File: src/rtl/pvid_pkg.sv
package pvid_pkg;
  localparam int PIX_W = 24;

  typedef enum logic [2:0] {
    PM_RAW14  = 3'd0,
    PM_MONO8  = 3'd1,
    PM_BAYER8 = 3'd2,
    PM_YC16   = 3'd3,
    PM_YC8X2  = 3'd4
  } pmode_e;

  typedef enum logic [1:0] {FK_NEW, FK_REPLAY, FK_BLANK} fkind_e;
  typedef enum logic [1:0] {SQ_LAUNCH, SQ_ACTIVE, SQ_LGAP, SQ_FGAP} sqst_e;

  // Chroma for a column pair: even sample or rounded-down mean of both.
  function automatic logic [7:0] chroma_mix(input logic [7:0] ev, input logic [7:0] od,
                                             input logic centered);
    logic [8:0] sum;
    sum = {1'b0, ev} + {1'b0, od};
    return centered ? sum[8:1] : ev;
  endfunction

  // What the next frame will be, judged at the frame boundary.
  function automatic fkind_e pick_kind(input logic cal, input logic zoom, input logic [2:0] mode);
    if (!cal) return FK_NEW;
    if (zoom && (mode != PM_RAW14)) return FK_REPLAY;
    return FK_BLANK;
  endfunction
endpackage

File: src/rtl/pvid_seq.sv
module pvid_seq
  import pvid_pkg::*;
#(
  parameter int PPL_W       = 11,
  parameter int IDLE_W      = 12,
  parameter int TAG_W       = 8,
  parameter int LINES_SHORT = 256,
  parameter int LINES_TALL  = 512,
  parameter int LINE_W      = $clog2(LINES_TALL)
) (
  input  logic              clk,
  input  logic              rst_n,
  input  logic              pix_en,
  input  logic [2:0]        cfg_mode,
  input  logic              cfg_c_first,
  input  logic              cfg_centered,
  input  logic              cfg_tall,
  input  logic [PPL_W-1:0]  cfg_ppl,
  input  logic [IDLE_W-1:0] cfg_line_idle,
  input  logic [IDLE_W-1:0] cfg_frame_idle,
  input  logic              cal_req,
  input  logic              zoom_en,
  output sqst_e             st,
  output fkind_e            kind_q,
  output logic [2:0]        mode_q,
  output logic              c_first_q,
  output logic              cent_q,
  output logic [LINE_W-1:0] line_q,
  output logic [PPL_W-1:0]  pix_idx,
  output logic              phase,
  output logic [TAG_W-1:0]  tag_q,
  output logic              frame_start
);
  logic              tall_q;
  logic [PPL_W-1:0]  ppl_q;
  logic [IDLE_W-1:0] lidle_q, fidle_q, cnt;
  logic [PPL_W:0]    tick, act_ticks;
  logic [TAG_W-1:0]  tag_next;
  logic              yc8_q;
  logic [IDLE_W-1:0] lidle_eff, fidle_eff;
  logic [LINE_W-1:0] last_line;
  fkind_e            kind_d;

  assign yc8_q     = (mode_q == PM_YC8X2);
  assign act_ticks = yc8_q ? {ppl_q, 1'b0} : {1'b0, ppl_q};
  assign lidle_eff = (lidle_q == '0) ? IDLE_W'(1) : lidle_q;
  assign fidle_eff = (fidle_q == '0) ? IDLE_W'(1) : fidle_q;
  assign last_line = tall_q ? LINE_W'(LINES_TALL - 1) : LINE_W'(LINES_SHORT - 1);
  assign kind_d    = pick_kind(cal_req, zoom_en, cfg_mode);
  assign pix_idx   = yc8_q ? tick[PPL_W:1] : tick[PPL_W-1:0];
  assign phase     = tick[0];

  assign frame_start = pix_en &&
                       ((st == SQ_LAUNCH) || ((st == SQ_FGAP) && (cnt == fidle_eff - IDLE_W'(1))));

  always_ff @(posedge clk or negedge rst_n) begin
    if (!rst_n) begin
      st        <= SQ_LAUNCH;
      kind_q    <= FK_NEW;
      mode_q    <= PM_MONO8;
      c_first_q <= 1'b0;
      cent_q    <= 1'b0;
      tall_q    <= 1'b0;
      ppl_q     <= '0;
      lidle_q   <= '0;
      fidle_q   <= '0;
      cnt       <= '0;
      tick      <= '0;
      line_q    <= '0;
      tag_q     <= '0;
      tag_next  <= '0;
    end else if (pix_en) begin
      if (frame_start) begin
        st        <= SQ_ACTIVE;
        line_q    <= '0;
        tick      <= '0;
        kind_q    <= kind_d;
        mode_q    <= cfg_mode;
        c_first_q <= cfg_c_first;
        cent_q    <= cfg_centered;
        tall_q    <= cfg_tall;
        ppl_q     <= cfg_ppl;
        lidle_q   <= cfg_line_idle;
        fidle_q   <= cfg_frame_idle;
        if (kind_d == FK_NEW) begin
          tag_q    <= tag_next;
          tag_next <= tag_next + TAG_W'(1);
        end
      end else begin
        unique case (st)
          SQ_ACTIVE: begin
            if (tick == act_ticks - 1'b1) begin
              tick <= '0;
              cnt  <= '0;
              st   <= (line_q == last_line) ? SQ_FGAP : SQ_LGAP;
            end else begin
              tick <= tick + 1'b1;
            end
          end
          SQ_LGAP: begin
            if (cnt == lidle_eff - IDLE_W'(1)) begin
              st     <= SQ_ACTIVE;
              line_q <= line_q + 1'b1;
            end else begin
              cnt <= cnt + 1'b1;
            end
          end
          SQ_FGAP: cnt <= cnt + 1'b1;
          default: ;
        endcase
      end
    end
  end


  frame_cfg_hold_chk: assert property (@(posedge clk) disable iff (!rst_n)
    !frame_start |=> ($stable(mode_q) && $stable(kind_q) && $stable(cent_q) && $stable(c_first_q)));


  replay_tag_chk: assert property (@(posedge clk) disable iff (!rst_n)
    (frame_start && (kind_d == FK_REPLAY)) |=> $stable(tag_q));


  raw_no_replay_chk: assert property (@(posedge clk) disable iff (!rst_n)
    (kind_q == FK_REPLAY) |-> (mode_q != PM_RAW14));
endmodule

File: src/rtl/pvid_pack.sv
module pvid_pack
  import pvid_pkg::*;
(
  input  logic [2*PIX_W-1:0] pair,
  input  logic [2:0]         mode,
  input  logic               c_first,
  input  logic               centered,
  input  logic               odd,
  input  logic               phase,
  output logic [15:0]        data
);
  logic [PIX_W-1:0] px;
  logic [7:0]       cb, cr, chroma, luma;

  assign px     = odd ? pair[2*PIX_W-1:PIX_W] : pair[PIX_W-1:0];
  assign luma   = px[7:0];
  assign cb     = chroma_mix(pair[15:8],  pair[PIX_W+15:PIX_W+8],  centered);
  assign cr     = chroma_mix(pair[23:16], pair[PIX_W+23:PIX_W+16], centered);
  assign chroma = odd ? cr : cb;

  always_comb begin
    unique case (mode)
      PM_RAW14: data = {2'b00, px[13:0]};
      PM_YC16:  data = {chroma, luma};
      PM_YC8X2: data = {8'h00, (phase ^ c_first) ? chroma : luma};
      default:  data = {8'h00, luma};
    endcase
  end
endmodule

File: src/rtl/pvid_fmt.sv
module pvid_fmt
  import pvid_pkg::*;
#(
  parameter int PPL_W       = 11,
  parameter int IDLE_W      = 12,
  parameter int TAG_W       = 8,
  parameter int LINES_SHORT = 256,
  parameter int LINES_TALL  = 512,
  parameter int LINE_W      = $clog2(LINES_TALL)
) (
  input  logic              clk,
  input  logic              rst_n,
  input  logic              pix_en,
  input  logic [2:0]        cfg_mode,
  input  logic              cfg_c_first,
  input  logic              cfg_centered,
  input  logic              cfg_tall,
  input  logic [PPL_W-1:0]  cfg_ppl,
  input  logic [IDLE_W-1:0] cfg_line_idle,
  input  logic [IDLE_W-1:0] cfg_frame_idle,
  input  logic              cal_req,
  input  logic              zoom_en,
  output logic [LINE_W-1:0] fb_line,
  output logic [PPL_W-2:0]  fb_pair,
  output logic [TAG_W-1:0]  fb_frame,
  input  logic [47:0]       fb_data,
  output logic              vid_lv,
  output logic              vid_fv,
  output logic [15:0]       vid_data
);
  sqst_e            st;
  fkind_e           kind_q;
  logic [2:0]       mode_q;
  logic             c_first_q, cent_q, phase, frame_start;
  logic [PPL_W-1:0] pix_idx;
  logic [15:0]      packed_px;
  logic             blank_now, send_px, send_gap;

  pvid_seq #(
    .PPL_W(PPL_W), .IDLE_W(IDLE_W), .TAG_W(TAG_W),
    .LINES_SHORT(LINES_SHORT), .LINES_TALL(LINES_TALL), .LINE_W(LINE_W)
  ) u_seq (
    .clk(clk), .rst_n(rst_n), .pix_en(pix_en),
    .cfg_mode(cfg_mode), .cfg_c_first(cfg_c_first), .cfg_centered(cfg_centered),
    .cfg_tall(cfg_tall), .cfg_ppl(cfg_ppl), .cfg_line_idle(cfg_line_idle),
    .cfg_frame_idle(cfg_frame_idle), .cal_req(cal_req), .zoom_en(zoom_en),
    .st(st), .kind_q(kind_q), .mode_q(mode_q), .c_first_q(c_first_q), .cent_q(cent_q),
    .line_q(fb_line), .pix_idx(pix_idx), .phase(phase), .tag_q(fb_frame),
    .frame_start(frame_start)
  );

  assign fb_pair = pix_idx[PPL_W-1:1];

  pvid_pack u_pack (
    .pair(fb_data), .mode(mode_q), .c_first(c_first_q), .centered(cent_q),
    .odd(pix_idx[0]), .phase(phase), .data(packed_px)
  );

  assign blank_now = (kind_q == FK_BLANK);
  assign send_px   = (st == SQ_ACTIVE) && !blank_now;
  assign send_gap  = (st == SQ_LGAP) && !blank_now;

  always_ff @(posedge clk or negedge rst_n) begin
    if (!rst_n) begin
      vid_lv   <= 1'b0;
      vid_fv   <= 1'b0;
      vid_data <= '0;
    end else if (pix_en) begin
      vid_lv   <= send_px;
      vid_fv   <= send_px || send_gap;
      vid_data <= send_px ? packed_px : 16'h0000;
    end
  end


  lv_in_fv_chk: assert property (@(posedge clk) disable iff (!rst_n) vid_lv |-> vid_fv);


  idle_data_zero_chk: assert property (@(posedge clk) disable iff (!rst_n)
    !vid_lv |-> (vid_data == 16'h0000));


  hold_when_idle_chk: assert property (@(posedge clk) disable iff (!rst_n)
    !pix_en |=> $stable({vid_lv, vid_fv, vid_data}));


  boundary_gap_chk: assert property (@(posedge clk) disable iff (!rst_n)
    frame_start |=> !vid_fv);


  blank_quiet_chk: assert property (@(posedge clk) disable iff (!rst_n)
    blank_now |-> (!vid_fv && !vid_lv));
endmodule

File: config.mk
export PLATFORM = sky130hd
export DESIGN_NAME = pvid_fmt
export DESIGN_NICKNAME = d
export VERILOG_FILES = /design/src/rtl/pvid_pkg.sv /design/src/rtl/pvid_seq.sv /design/src/rtl/pvid_pack.sv /design/src/rtl/pvid_fmt.sv
export SDC_FILE = /design/constraint.sdc
export NUM_CORES = 1
export LEC_CHECK = 0
export BUFFER_PORTS_ARGS = -buffer_cell sky130_fd_sc_hd__buf_2
export CORE_ASPECT_RATIO = 0.7
export CORE_MARGIN = 2
export CORE_UTILIZATION = 62
export CTS_BUF_LIST = sky130_fd_sc_hd__clkbuf_16
export DETAILED_ROUTE_END_ITERATION = 12
export PLACE_DENSITY_LB_ADDON = 0.25
export SYNTH_ARGS = -nofsm -noshare
export SYNTH_HDL_FRONTEND = slang
export SYNTH_SLANG_ARGS = --single-unit
File: constraint.sdc
create_clock -name clk -period 11.7 [get_ports clk]
set_clock_uncertainty 0.2 [all_clocks]
set_input_delay 0 -clock clk [delete_from_list [all_inputs] [get_ports clk]]
set_output_delay 0 -clock clk [all_outputs]
set_load 0.03 [all_outputs]
* Word level (Yosys, flattened, before mapping) *
Cells that the tools add are included.
W data, S select, Z words.

word-level totals
  register bits = 112
  bits of input ports = 94
  output and inout port bits = 45
  logic and storage cells = 99

operators by class
  add/sub/neg operators = 9
  equality and inequality tests = 14
  muxes and demuxes = 32
  bitwise gates (word level) = 2
  reduce and logical (&&, ||, !) cells = 25

operators with widths
  operator                 number
  $mux W12                 8
  $pmux W16 S3             1
  $eq A12 B12 Y1           3
  $mux W9                  4
  $pmux W12 S3             1
  $sub A12 B1 Y12 const B  3
  $mux W8                  4
  $add A12 B1 Y12 const B  2
  $logic_not A12 Y1        2
  $add A8 B8 Y9            2
  $mux W16                 1
  $mux W14                 1
  $mux W2                  7
  $mux W11                 1
  $add A9 B1 Y9 const B    1
  $eq A9 B9 Y1             1
  $reduce_bool A3 Y1       3
  $add A8 B1 Y8 const B    1
  $eq A2 B2 Y1 const B     3
  $ne A3 B2 Y1 const B     2
  $reduce_and A3 Y1        2
  $reduce_bool A2 Y1       3
  $logic_and A1 B1 Y1      5
  $reduce_and A5 Y1        1
  other kinds (15)         20

* Logic depth before layout (Yosys ltp) *
Gate-level depths: netlist (run 1).

  depth in word-level cells = 9
  depth in mapped cells = 16
  depth with buffers taken out = 12

* Hierarchy *
A second synthesis (run 1) with hierarchy kept.

unflattened totals
  cells, all modules = 949
  area total of the unflattened synthesis = 7,982.7 sq um

modules (own cells, without submodules)
  module     times used  cells each  area each (sq um)  seq. area each (sq um)
  pvid_seq   1           693         5,865.6            2,353.5
  pvid_pack  1           174         1,191.1            0.0
  pvid_fmt   1           82          925.9              450.4

* Least setup slack after synthesis (run 1) *
No wires, ideal clock.

  path kind = register to register
  start = reg u_seq.mode_q[1]
  end = reg u_seq.cnt[10]
  library setup time = 0.104 ns
  arrival = 3.796 ns
  data required time = 11.396 ns
  slack = 7.600 ns
  cell stages (with the launch flop) = 17
  buffers on the path = 5
  clock period less this slack = 4.100 ns
  path through = dfrtp_1 > or3b_1 > buf_2 > buf_6 > clkbuf_1 > clkbuf_1 > nand2_1 > ha_1 > inv_1 > nor4_2 > a32oi_1 > and3_1 > nor4_2 > a41oi_4 > or2_4 > buf_6 > o41ai_2

between the ends
  longest elaborated chain between the ends = 6

ends and longest elaborated chain
  what                         line             source
  start, declared              pvid_seq.sv:25   output logic [2:0] mode_q,
  start signal, assigned       pvid_seq.sv:78   mode_q <= cfg_mode;
  $eq A3 B3 Y1                 pvid_seq.sv:44   assign yc8_q = (mode_q == PM_YC8X2);
  $mux W12                     pvid_seq.sv:45   assign act_ticks = yc8_q ? {ppl_q, 1'b0} : {1'b0, ppl_q};
  $sub A12 B1 Y12              pvid_seq.sv:92   if (tick == act_ticks - 1'b1) begin
  $eq A12 B12 Y1               pvid_seq.sv:92
  $ne A2 B1 Y1 (no line)       --
  $reduce_and A5 Y1 (no line)  --
  end signal, assigned         pvid_seq.sv:105  cnt <= cnt + 1'b1;
  end signal, assigned         pvid_seq.sv:108  SQ_FGAP: cnt <= cnt + 1'b1;
  end, declared                pvid_seq.sv:36   logic [IDLE_W-1:0] lidle_q, fidle_q, cnt;

Every way passes these cells.
A chain may end at the register's enable or synchronous reset.

* Worst setup path in the final report (run 1) *
  start = reg u_seq.fidle_q[3]
  end = reg u_seq.kind_q[0]

between the ends
  longest elaborated chain between the ends = 8

ends and longest elaborated chain
  what                             line            source
  start, declared                  pvid_seq.sv:36
  start signal, assigned           pvid_seq.sv:84  fidle_q <= cfg_frame_idle;
  $logic_not A12 Y1                pvid_seq.sv:47  assign fidle_eff = (fidle_q == '0) ? IDLE_W'(1) : fidle_q;
  $mux W12 (*)                     pvid_seq.sv:47
  $sub A12 B1 Y12 (*)              pvid_seq.sv:54  ((st == SQ_LAUNCH) || ((st == SQ_FGAP) && (cnt == fidle_eff - IDLE_W'(1))));
  $eq A12 B12 Y1 (*)               pvid_seq.sv:54
  $logic_and A1 B1 Y1 (*)          pvid_seq.sv:54
  $logic_or A1 B1 Y1 (*)           pvid_seq.sv:54
  $logic_and A1 B1 Y1 (*)          pvid_seq.sv:53  assign frame_start = pix_en &&
  $reduce_and A2 Y1 (no line) (*)  --
  end signal, assigned             pvid_seq.sv:77  kind_q <= kind_d;
  end, declared                    pvid_seq.sv:24  output fkind_e kind_q,

Every way passes the cells marked *; elsewhere a longest branch is shown, timed or not.

==> results of run 1 <==
-- cells in the mapped netlist (5+ instances only) --
cell type and count:
sky130_fd_sc_hd__nand3_1 31, sky130_fd_sc_hd__clkbuf_1 37, sky130_fd_sc_hd__nor4_2 6, sky130_fd_sc_hd__nor2_1 48, sky130_fd_sc_hd__o21ai_0 24, sky130_fd_sc_hd__o2bb2ai_1 9
sky130_fd_sc_hd__o41ai_2 7, sky130_fd_sc_hd__o21bai_1 5, sky130_fd_sc_hd__a21o_1 6, sky130_fd_sc_hd__xnor2_1 27, sky130_fd_sc_hd__a31o_2 5, sky130_fd_sc_hd__and3_1 27
sky130_fd_sc_hd__and2_1 9, sky130_fd_sc_hd__nand4_1 7, sky130_fd_sc_hd__o31ai_1 14, sky130_fd_sc_hd__buf_2 5, sky130_fd_sc_hd__nor3b_1 6, sky130_fd_sc_hd__nor2b_1 8
sky130_fd_sc_hd__nor3_1 19, sky130_fd_sc_hd__xor2_1 25, sky130_fd_sc_hd__nor4_1 8, sky130_fd_sc_hd__a21boi_0 7, sky130_fd_sc_hd__a31oi_1 6, sky130_fd_sc_hd__nand2_1 91
sky130_fd_sc_hd__buf_1 5, sky130_fd_sc_hd__inv_1 34, sky130_fd_sc_hd__dfrtp_1 111, sky130_fd_sc_hd__ha_1 25, sky130_fd_sc_hd__mux2i_1 21, sky130_fd_sc_hd__o21a_1 5
sky130_fd_sc_hd__nand2b_1 12, sky130_fd_sc_hd__a211oi_1 6, sky130_fd_sc_hd__mux2_2 55, sky130_fd_sc_hd__or3_1 10, sky130_fd_sc_hd__a21oi_1 41, sky130_fd_sc_hd__or4_1 6
-- cell type report --
type | count | area, µm² | share of cell area
Antenna cell | 1 | 2.50 | 0.000256
Clock buffer | 9 | 225 | 0.0230
Tap cell | 162 | 203 | 0.0207
Multi-Input combinational cell | 658 | 4840 | 0.494
Inverter | 34 | 128 | 0.0130
Sequential cell | 112 | 2800 | 0.286
Clock inverter | 7 | 77.6 | 0.00792
Timing Repair Buffer | 220 | 1510 | 0.154
-- final timing paths --
kind	cells past startpoint	startpoint	end	slack (ns)
max	12	u_seq.fidle_q[3]	u_seq.kind_q[0]	6.69
min	4	fb_data[12]	vid_data[12]	0.007
max reg2reg	12	u_seq.fidle_q[3]	u_seq.kind_q[0]	6.69
min reg2reg	2	u_seq.kind_q[1]	u_seq.kind_q[1]	0.30
max in group asynchronous	4	rst_n	u_seq.tag_q[2]	9.88
min in group asynchronous	3	rst_n	u_seq.tick[5]	0.33
-- critical path, delay by kind of cell (launching register included) --
kind	cells	cell delay (ns)
buffers and inverters	1	0.60
and+or+nand+nor	5	1.85
adders and majority gates	1	0.32
AOI/OAI and AO/OA	4	1.36
xor gates and xnor gates	1	0.14
DFF	1	0.46
-- state kept, by name, indices dropped and copies added, names as in the netlist --
name,flops
u_seq.line_q,9
u_seq.st,2
vid_lv,1
u_seq.lidle_q,12
u_seq.tag_next,8
u_seq.mode_q,3
u_seq.tick,12
u_seq.cent_q,1
u_seq.c_first_q,1
u_seq.tag_q,8
vid_fv,1
u_seq.fidle_q,12
vid_data,16
u_seq.ppl_q,11
u_seq.tall_q,1
u_seq.kind_q,2
u_seq.cnt,12
-- routing by layer --
| layer | vias up | global-route usage |
|---|---|---|
| met3 | 51 | 0.0641 |
| met4 | 0 | 0.0931 |
| met1 | 3526 | 0.457 |
| met2 | 397 | 0.491 |
| met5 | - | 0 |
| li1 | 3486 | - |
-- kinds of logic (layout without fill, tap and decap cells) --
family	after synthesis	in the layout
other cells	0	1
buf+inv	85	270
fa+ha+maj	27	27
flops	112	112
simple gates	318	318
compound gates	181	181
mux	80	80
xor+xnor	52	52
-- metrics by stage --
stage	setup slack, ns	power, mW	instance area, µm²	hold slack, ns
after detailed placement	6.87	0.651	8700	-0.187
after global routing	6.45	1.04	9790	0.0203
final	6.69	0.996	9790	0.00706
after CTS	6.79	0.991	9790	0.00232
after floorplan	7.60	0.580	7990	-0.496
after global placement	7.04	0.646	8700	-0.190
-- power breakdown --
| group | internal, mW | switching, mW |
|---|---|---|
| clock network | 0.168 | 0.150 |
| logic | 0.107 | 0.129 |
| registers | 0.405 | 0.0361 |
| total | 0.681 | 0.315 |
==> impl_summary.txt, run 1 <==
----------------------------------------------------
[GRT]
  Vias in the first global route ... 7029
  Largest net degree at the start of global routing ... 73
  Global-route wire length before repair ... 35.7 mm
  Number of antenna violations at the first check in global routing ... 1
  GRT Overall Usage ... 0.317
  Remaining global-route overflow ... 0

[Floorplanning]
  Overall die height ... 99.0 µm
  Die extent in x ... 140 µm
  Initial standard-cell utilization of the core ... 0.639
  Die outline area ... 13800 µm²
  Count of standard-cell rows ... 34
  Core area ... 12500 µm²
  Top-Level Pins ... 139

[Synthesis]
  Synth Area in Adders ... 0.0442
  Synthesis-stage register bit count ... 112
  Synth top area cells ... sky130_fd_sc_hd__dfrtp_1, sky130_fd_sc_hd__mux2_2, sky130_fd_sc_hd__nand2_1
  Post-Synthesis Net Count ... 976
  Share of async-settable or async-resettable flops after synthesis ... 1.00
  Yosys warns ... 0
  Count of flip-flops with a built-in enable after synthesis ... 0
  Area fraction in compound gates after synthesis ... 0.172
  Mean cell area of the mapped netlist ... 9.34 µm²
  Area share of the leading cell type in the synthesized netlist ... 0.348
  Share of cell area taken by muxes after synthesis ... 0.115
  Netlist Area Pre-Place ... 7990 µm²
  Synth Flop Type ... sky130_fd_sc_hd__dfrtp_1
  Cell type with the largest total area after synthesis ... sky130_fd_sc_hd__dfrtp_1
  Seq/Total Area, Yosys ... 0.351
  Synthesized-area fraction occupied by and/or/nand/nor cells ... 0.217
  Number of distinct library cells after synthesis ... 87
  Synthesized instance count ... 855
  Combinational family with the most area after synthesis ... simple AND/OR/NAND/NOR gates
  Post-synthesis share of cell area spent on xor and xnor gates ... 0.0570

[Final layout]
  Fraction of final layout cells with drive strength greater than 1 ... 0.247
  Highest-count cells in the layout ignoring fill and taps ... sky130_fd_sc_hd__buf_2, sky130_fd_sc_hd__dfrtp_1, sky130_fd_sc_hd__nand2_1
  Filler instances ... 848
  Leading cell type in the layout, fill and taps excluded ... sky130_fd_sc_hd__buf_2
  Finished Layout Cells ... 1203
  Final nets ... 1156
  Fraction of the core area covered by cells at the end of the flow ... 0.783
  Synth-to-Final Area Change ... 22.6%

[Timing]
  Shortest clock period the worst path allows after layout ... 5.01 ns
  Max Clock Freq ... 0.199 GHz
  Max Slew Vio Count ... 0
  Final hold vios ... 0
  Remaining max-slew budget at the tightest pin ... 0.375
  Total negative setup slack ... 0 ns
  Number of failing setup endpoints in the final timing report ... 0
  Final critical-path share of the clock period ... 0.429
  Slew at the pin closest to its max-slew limit ... 0.938 ns
  RSZ-0062 raised after global routing ... no

[Power and ir drop]
  Leakage ... 4.81 nW
  Pwr dens ... 102 nW/µm²
  Worst VDD drop ... 0.0000786 V

[Worst setup path]
  Startpoint kind of the worst setup timing path ... flip-flop
  CP endpoint kind ... flip-flop
  Type of the worst setup path ... reg2reg
  Largest driver fanout on the critical path ... 72
  Worst endpoint required time ... 11.78 ns
  Cell with the largest stage delay on the worst path ... sky130_fd_sc_hd__nand2_4
  Cell Chain, Critical Path ... or4_1 > nor3_2 > nor2_1 > ha_1 > xnor2_1 > a21oi_1 > o2111a_1 > nand4_1 > o41ai_4 > nand2_4 > o31ai_1 > dlygate4sd3_1
  Maximum cell stage delay along the critical path ... 0.61 ns
  Worst endpoint data arrival time ... 5.09 ns

[Run status]
  Result of the run ... complete, no violations

[Detailed routing]
  Vias per cell ... 6.20
  Routed wl met2 ... 9.62 mm
  Wl on met1 ... 9.69 mm
  Total length of routed met3 wires ... 1.75 mm
  TritonRoute pass-1 iters ... 5
  Routed wire length per instance ... 18.0 µm
  Drt total wl ... 21.6 mm
  Post-route antenna net violation count ... 0
  Highest routing layer actually used ... met4
  Drt initial violations ... 664
  Total number of vias ... 7460
  DRC violations left ... 0

[Place]
  Final Wtd Congestion ... 0.937
  HPWL after detailed placement ... 14.1 mm
  Instance count after placement with tap cells included ... 1109
  Number of buffers inserted by port buffering ... 138

[Clock network]
  Clock tree from TritonCTS ... done
  CTS Hold Buffers Added ... 77
  Postcts setup bufs ... 0
  TritonCTS sink count ... 112
  Worst skew pair latency ... 0.35 ns
  Cts repair resizes ... 0
  Root buffer cell ... sky130_fd_sc_hd__clkbuf_16
  Number of H-tree branching levels ... 3
  Number of buffers created by CTS ... 9
  Clock tree buffer depth ... 2
  Clock-pin slew on the worst setup and hold paths ... 0.08 ns

[Worst hold path]
  Hold Path Class ... in2reg

[Run]
  Max_cap viols ... 0

----------------------------------------------------
(Power assumes the default switching activity.)
==> run 2, diff against run 1 <==
--- a/config.mk
+++ b/config.mk
@@ -8,7 +8,7 @@
 export BUFFER_PORTS_ARGS = -buffer_cell sky130_fd_sc_hd__buf_2
 export CORE_ASPECT_RATIO = 0.7
 export CORE_MARGIN = 2
-export CORE_UTILIZATION = 62
+export CORE_UTILIZATION = 52
 export CTS_BUF_LIST = sky130_fd_sc_hd__clkbuf_16
 export DETAILED_ROUTE_END_ITERATION = 12
 export PLACE_DENSITY_LB_ADDON = 0.25
==> constraint.sdc (replaced) <==
create_clock -name clk -period 4.2 [get_ports clk]
set_clock_uncertainty 0.2 [all_clocks]
set_input_delay 0 -clock clk [delete_from_list [all_inputs] [get_ports clk]]
set_output_delay 0 -clock clk [all_outputs]
set_load 0.03 [all_outputs]
==> run 2 against run 1 <==
Fmax rose by 25%; largest cell class unchanged; highest routed layer unchanged; critical endpoint is now u_seq.tag_q[5]; design area increased by 3.0%; sequential power rose to 2.8 times the previous value.
==> impl_summary.txt, run 2 (same netlist as run 1, synthesis figures left out) <==
----------------------------------------------------
[Timing]
  Final hold vios ... 0 (unchanged)
  Final critical-path share of the clock period ... 0.953 (+0.524)
  Max Clock Freq ... 0.250 GHz (+25%)
  Remaining max-slew budget at the tightest pin ... 0.532 (+0.158)
  Slew at the pin closest to its max-slew limit ... 0.701 ns (-0.237 ns)
  RSZ-0062 raised after global routing ... no
  Number of failing setup endpoints in the final timing report ... 0 (unchanged)
  Max Slew Vio Count ... 0 (unchanged)
  Shortest clock period the worst path allows after layout ... 4.00 ns (-1.01 ns)
  Total negative setup slack ... 0 ns (unchanged)

[Final layout]
  Area of all placed cells without fillers ... 10100 µm² (+3.0%)
  Highest-count cells in the layout ignoring fill and taps ... sky130_fd_sc_hd__buf_2, sky130_fd_sc_hd__dfrtp_1, sky130_fd_sc_hd__nand2_1
  Fraction of final layout cells with drive strength greater than 1 ... 0.271 (+0.0242)
  Largest Register ... vid_data
  Flip-flop count of the largest register after layout ... 16 (unchanged)
  Synth-to-Final Area Change ... 26.3%
  Leading cell type in the layout, fill and taps excluded ... sky130_fd_sc_hd__buf_2
  Final nets ... 1185 (+2.5%)
  Diodes inserted ... 0 (-1)

[Floorplanning]
  Initial standard-cell utilization of the core ... 0.538 (-0.101)
  Count of standard-cell rows ... 37 (+8.8%)
  Die extent in x ... 152 µm (+8.9%)
  Die outline area ... 16400 µm² (+19%)
  Overall die height ... 108 µm (+8.8%)
  Top-Level Pins ... 139 (unchanged)
  Core area ... 14900 µm² (+19%)

[Power and ir drop]
  Leakage ... 4.96 nW (+3.1%)
  Worst VDD drop ... 0.000194 V (+150%)
  Pwr dens ... 273 nW/µm² (+170%)

[GRT]
  Met1 usage in global routing ... 0.413 (-0.0438)
  GRT Overall Usage ... 0.271 (-0.0465)
  GR peak layer ... met1
  Global-route track usage on met2 ... 0.398 (-0.0929)
  Global-route wire length before repair ... 36.1 mm (+1.4%)
  Largest net degree at the start of global routing ... 44 (-40%)
  Global routing usage on met3 ... 0.0499 (-0.0142)
  Number of antenna violations at the first check in global routing ... 0 (-1)
  Vias in the first global route ... 7019 (-0.14%)
  Remaining global-route overflow ... 0 (unchanged)

[Place]
  HPWL after detailed placement ... 15.2 mm (+7.2%)
  Final Wtd Congestion ... 0.856 (-8.6%)
  Standard cell area after detailed placement ... 8930 µm² (+2.6%)
  Number of buffers inserted by port buffering ... 138 (unchanged)

[Detailed routing]
  Post-route antenna net violation count ... 0 (unchanged)
  Total number of vias ... 7421 (-0.52%)
  Drt total wl ... 22.1 mm (+2.1%)
  Drt initial violations ... 649 (-2.3%)
  Routed wire length per instance ... 17.4 µm (-2.9%)
  DRC violations left ... 0 (unchanged)
  TritonRoute pass-1 iters ... 7 (+2)
  Vias per cell ... 5.87 (-5.3%)

[Worst setup path]
  Crit path launch ... u_seq.fidle_q[3]
  Startpoint of the most critical register-to-register path ... u_seq.fidle_q[3]
  Startpoint kind of the worst setup timing path ... flip-flop
  Type of the worst setup path ... reg2reg
  Maximum cell stage delay along the critical path ... 0.59 ns (-0.02 ns)
  Kind of cell adding the most delay to the critical path ... simple AND/OR/NAND/NOR gates
  Worst endpoint required time ... 4.25 ns (-7.53 ns)
  Number of buffers and inverters on the critical path ... 0 (-1)
  Cell with the largest stage delay on the worst path ... sky130_fd_sc_hd__or4_1
  Largest driver fanout on the critical path ... 16 (-78%)
  CP endpoint kind ... flip-flop
  Slack of the worst reg-to-reg path ... 0.20 ns (-6.49 ns)
  Cell Chain, Critical Path ... or4_1 > nor3_2 > nor2_1 > ha_1 > or4b_4 > nand2_1 > o32ai_1 > o22ai_1 > o41ai_4 > nand2_4 > nor2_2 > mux2_2
  Worst endpoint data arrival time ... 4.05 ns (-1.04 ns)

[Clock network]
  Worst skew pair latency ... 0.35 ns (about the same)
  Clock tree from TritonCTS ... done
  Number of H-tree branching levels ... 3 (unchanged)
  Root buffer cell ... sky130_fd_sc_hd__clkbuf_16
  TritonCTS sink count ... 112 (unchanged)
  Clock-pin slew on the worst setup and hold paths ... 0.08 ns (about the same)
  Clock tree buffer depth ... 2 (unchanged)
  Number of buffers created by CTS ... 9 (unchanged)

[Worst hold path]
  Hold Path Class ... in2reg
  Start point of the worst hold path ... fb_data[15]

[Run]
  Max_cap viols ... 0 (unchanged)

[Run status]
  Result of the run ... complete, no violations

----------------------------------------------------
==> run 2: changes by cell type in the layout (fill, tap and decap cells not counted), sizes merged <==
cell | before | now
inv | 36 | 37
nor2 | 49 | 50
dlygate4sd3 | 76 | 78
bufinv | 1 | 0
diode | 1 | 0
buf | 144 | 170
==> run 2: timing repair <==
action / CTS / global route
buffers inserted: 0 / 1
endpoints found under the setup margin: 0 / 41
resized for setup: 0 / 10
hold buffers: 79 / 0
hold endpoints to repair: 140 / 0
==> run 2: where the power goes <==
group,switching (mW),leakage [nW],internal [mW],total (mW)
logic,0.366,3.36,0.310,0.675
clock network,0.438,0.139,0.416,0.853
registers,0.0910,1.46,1.13,1.22
total,0.895,4.96,1.85,2.75
==> run 2: per-layer routing <==
metal	vias up	wire (µm)
met3	30	1580
met5	-	0
met2	328	9350
met1	3509	10800
li1	3554	-
met4	0	297
==> run 2: cell type report <==
class	instances	area (µm²)
multi-input combinational	659	4890
fill	1203	4780
sequential	112	2800
timing repair buffer	248	1730
tap	195	244
clock buffer	9	225
inverter	34	128
clock inverter	7	62.6
==> run 2: metrics by stage <==
stage	total power [mW]	hold slack, ns	setup WS (ns)	std cells	util
2_1_floorplan	1.62	-0.496	0.100	855	-
3_3_place_gp	1.80	-0.190	0.167	1167	0.601
3_5_place_dp	1.81	-0.191	0.133	1167	0.601
4_1_cts	2.74	0.00418	0.0971	1262	0.674
5_1_grt	2.87	0.0350	0.00307	1264	0.679
6_report	2.75	0.0166	0.199	1264	0.679
==> run 2: worst reg2reg max path: cells and delay by family (launching register included) <==
family          cells  cell delay (ns)
compound gates      3             0.90
mux                 1             0.36
simple gates        7             1.74
fa+ha+maj           1             0.24
flops               1             0.47
==> run 2: worst paths after layout <==
kind | endpoint | cells after the start
min in group asynchronous | u_seq.ppl_q[1] | 3
max reg2reg | u_seq.tag_q[5] | 12
min reg2reg | u_seq.kind_q[0] | 2
min | vid_data[15] | 5
max in group asynchronous | u_seq.mode_q[0] | 3
max | u_seq.tag_q[5] | 12
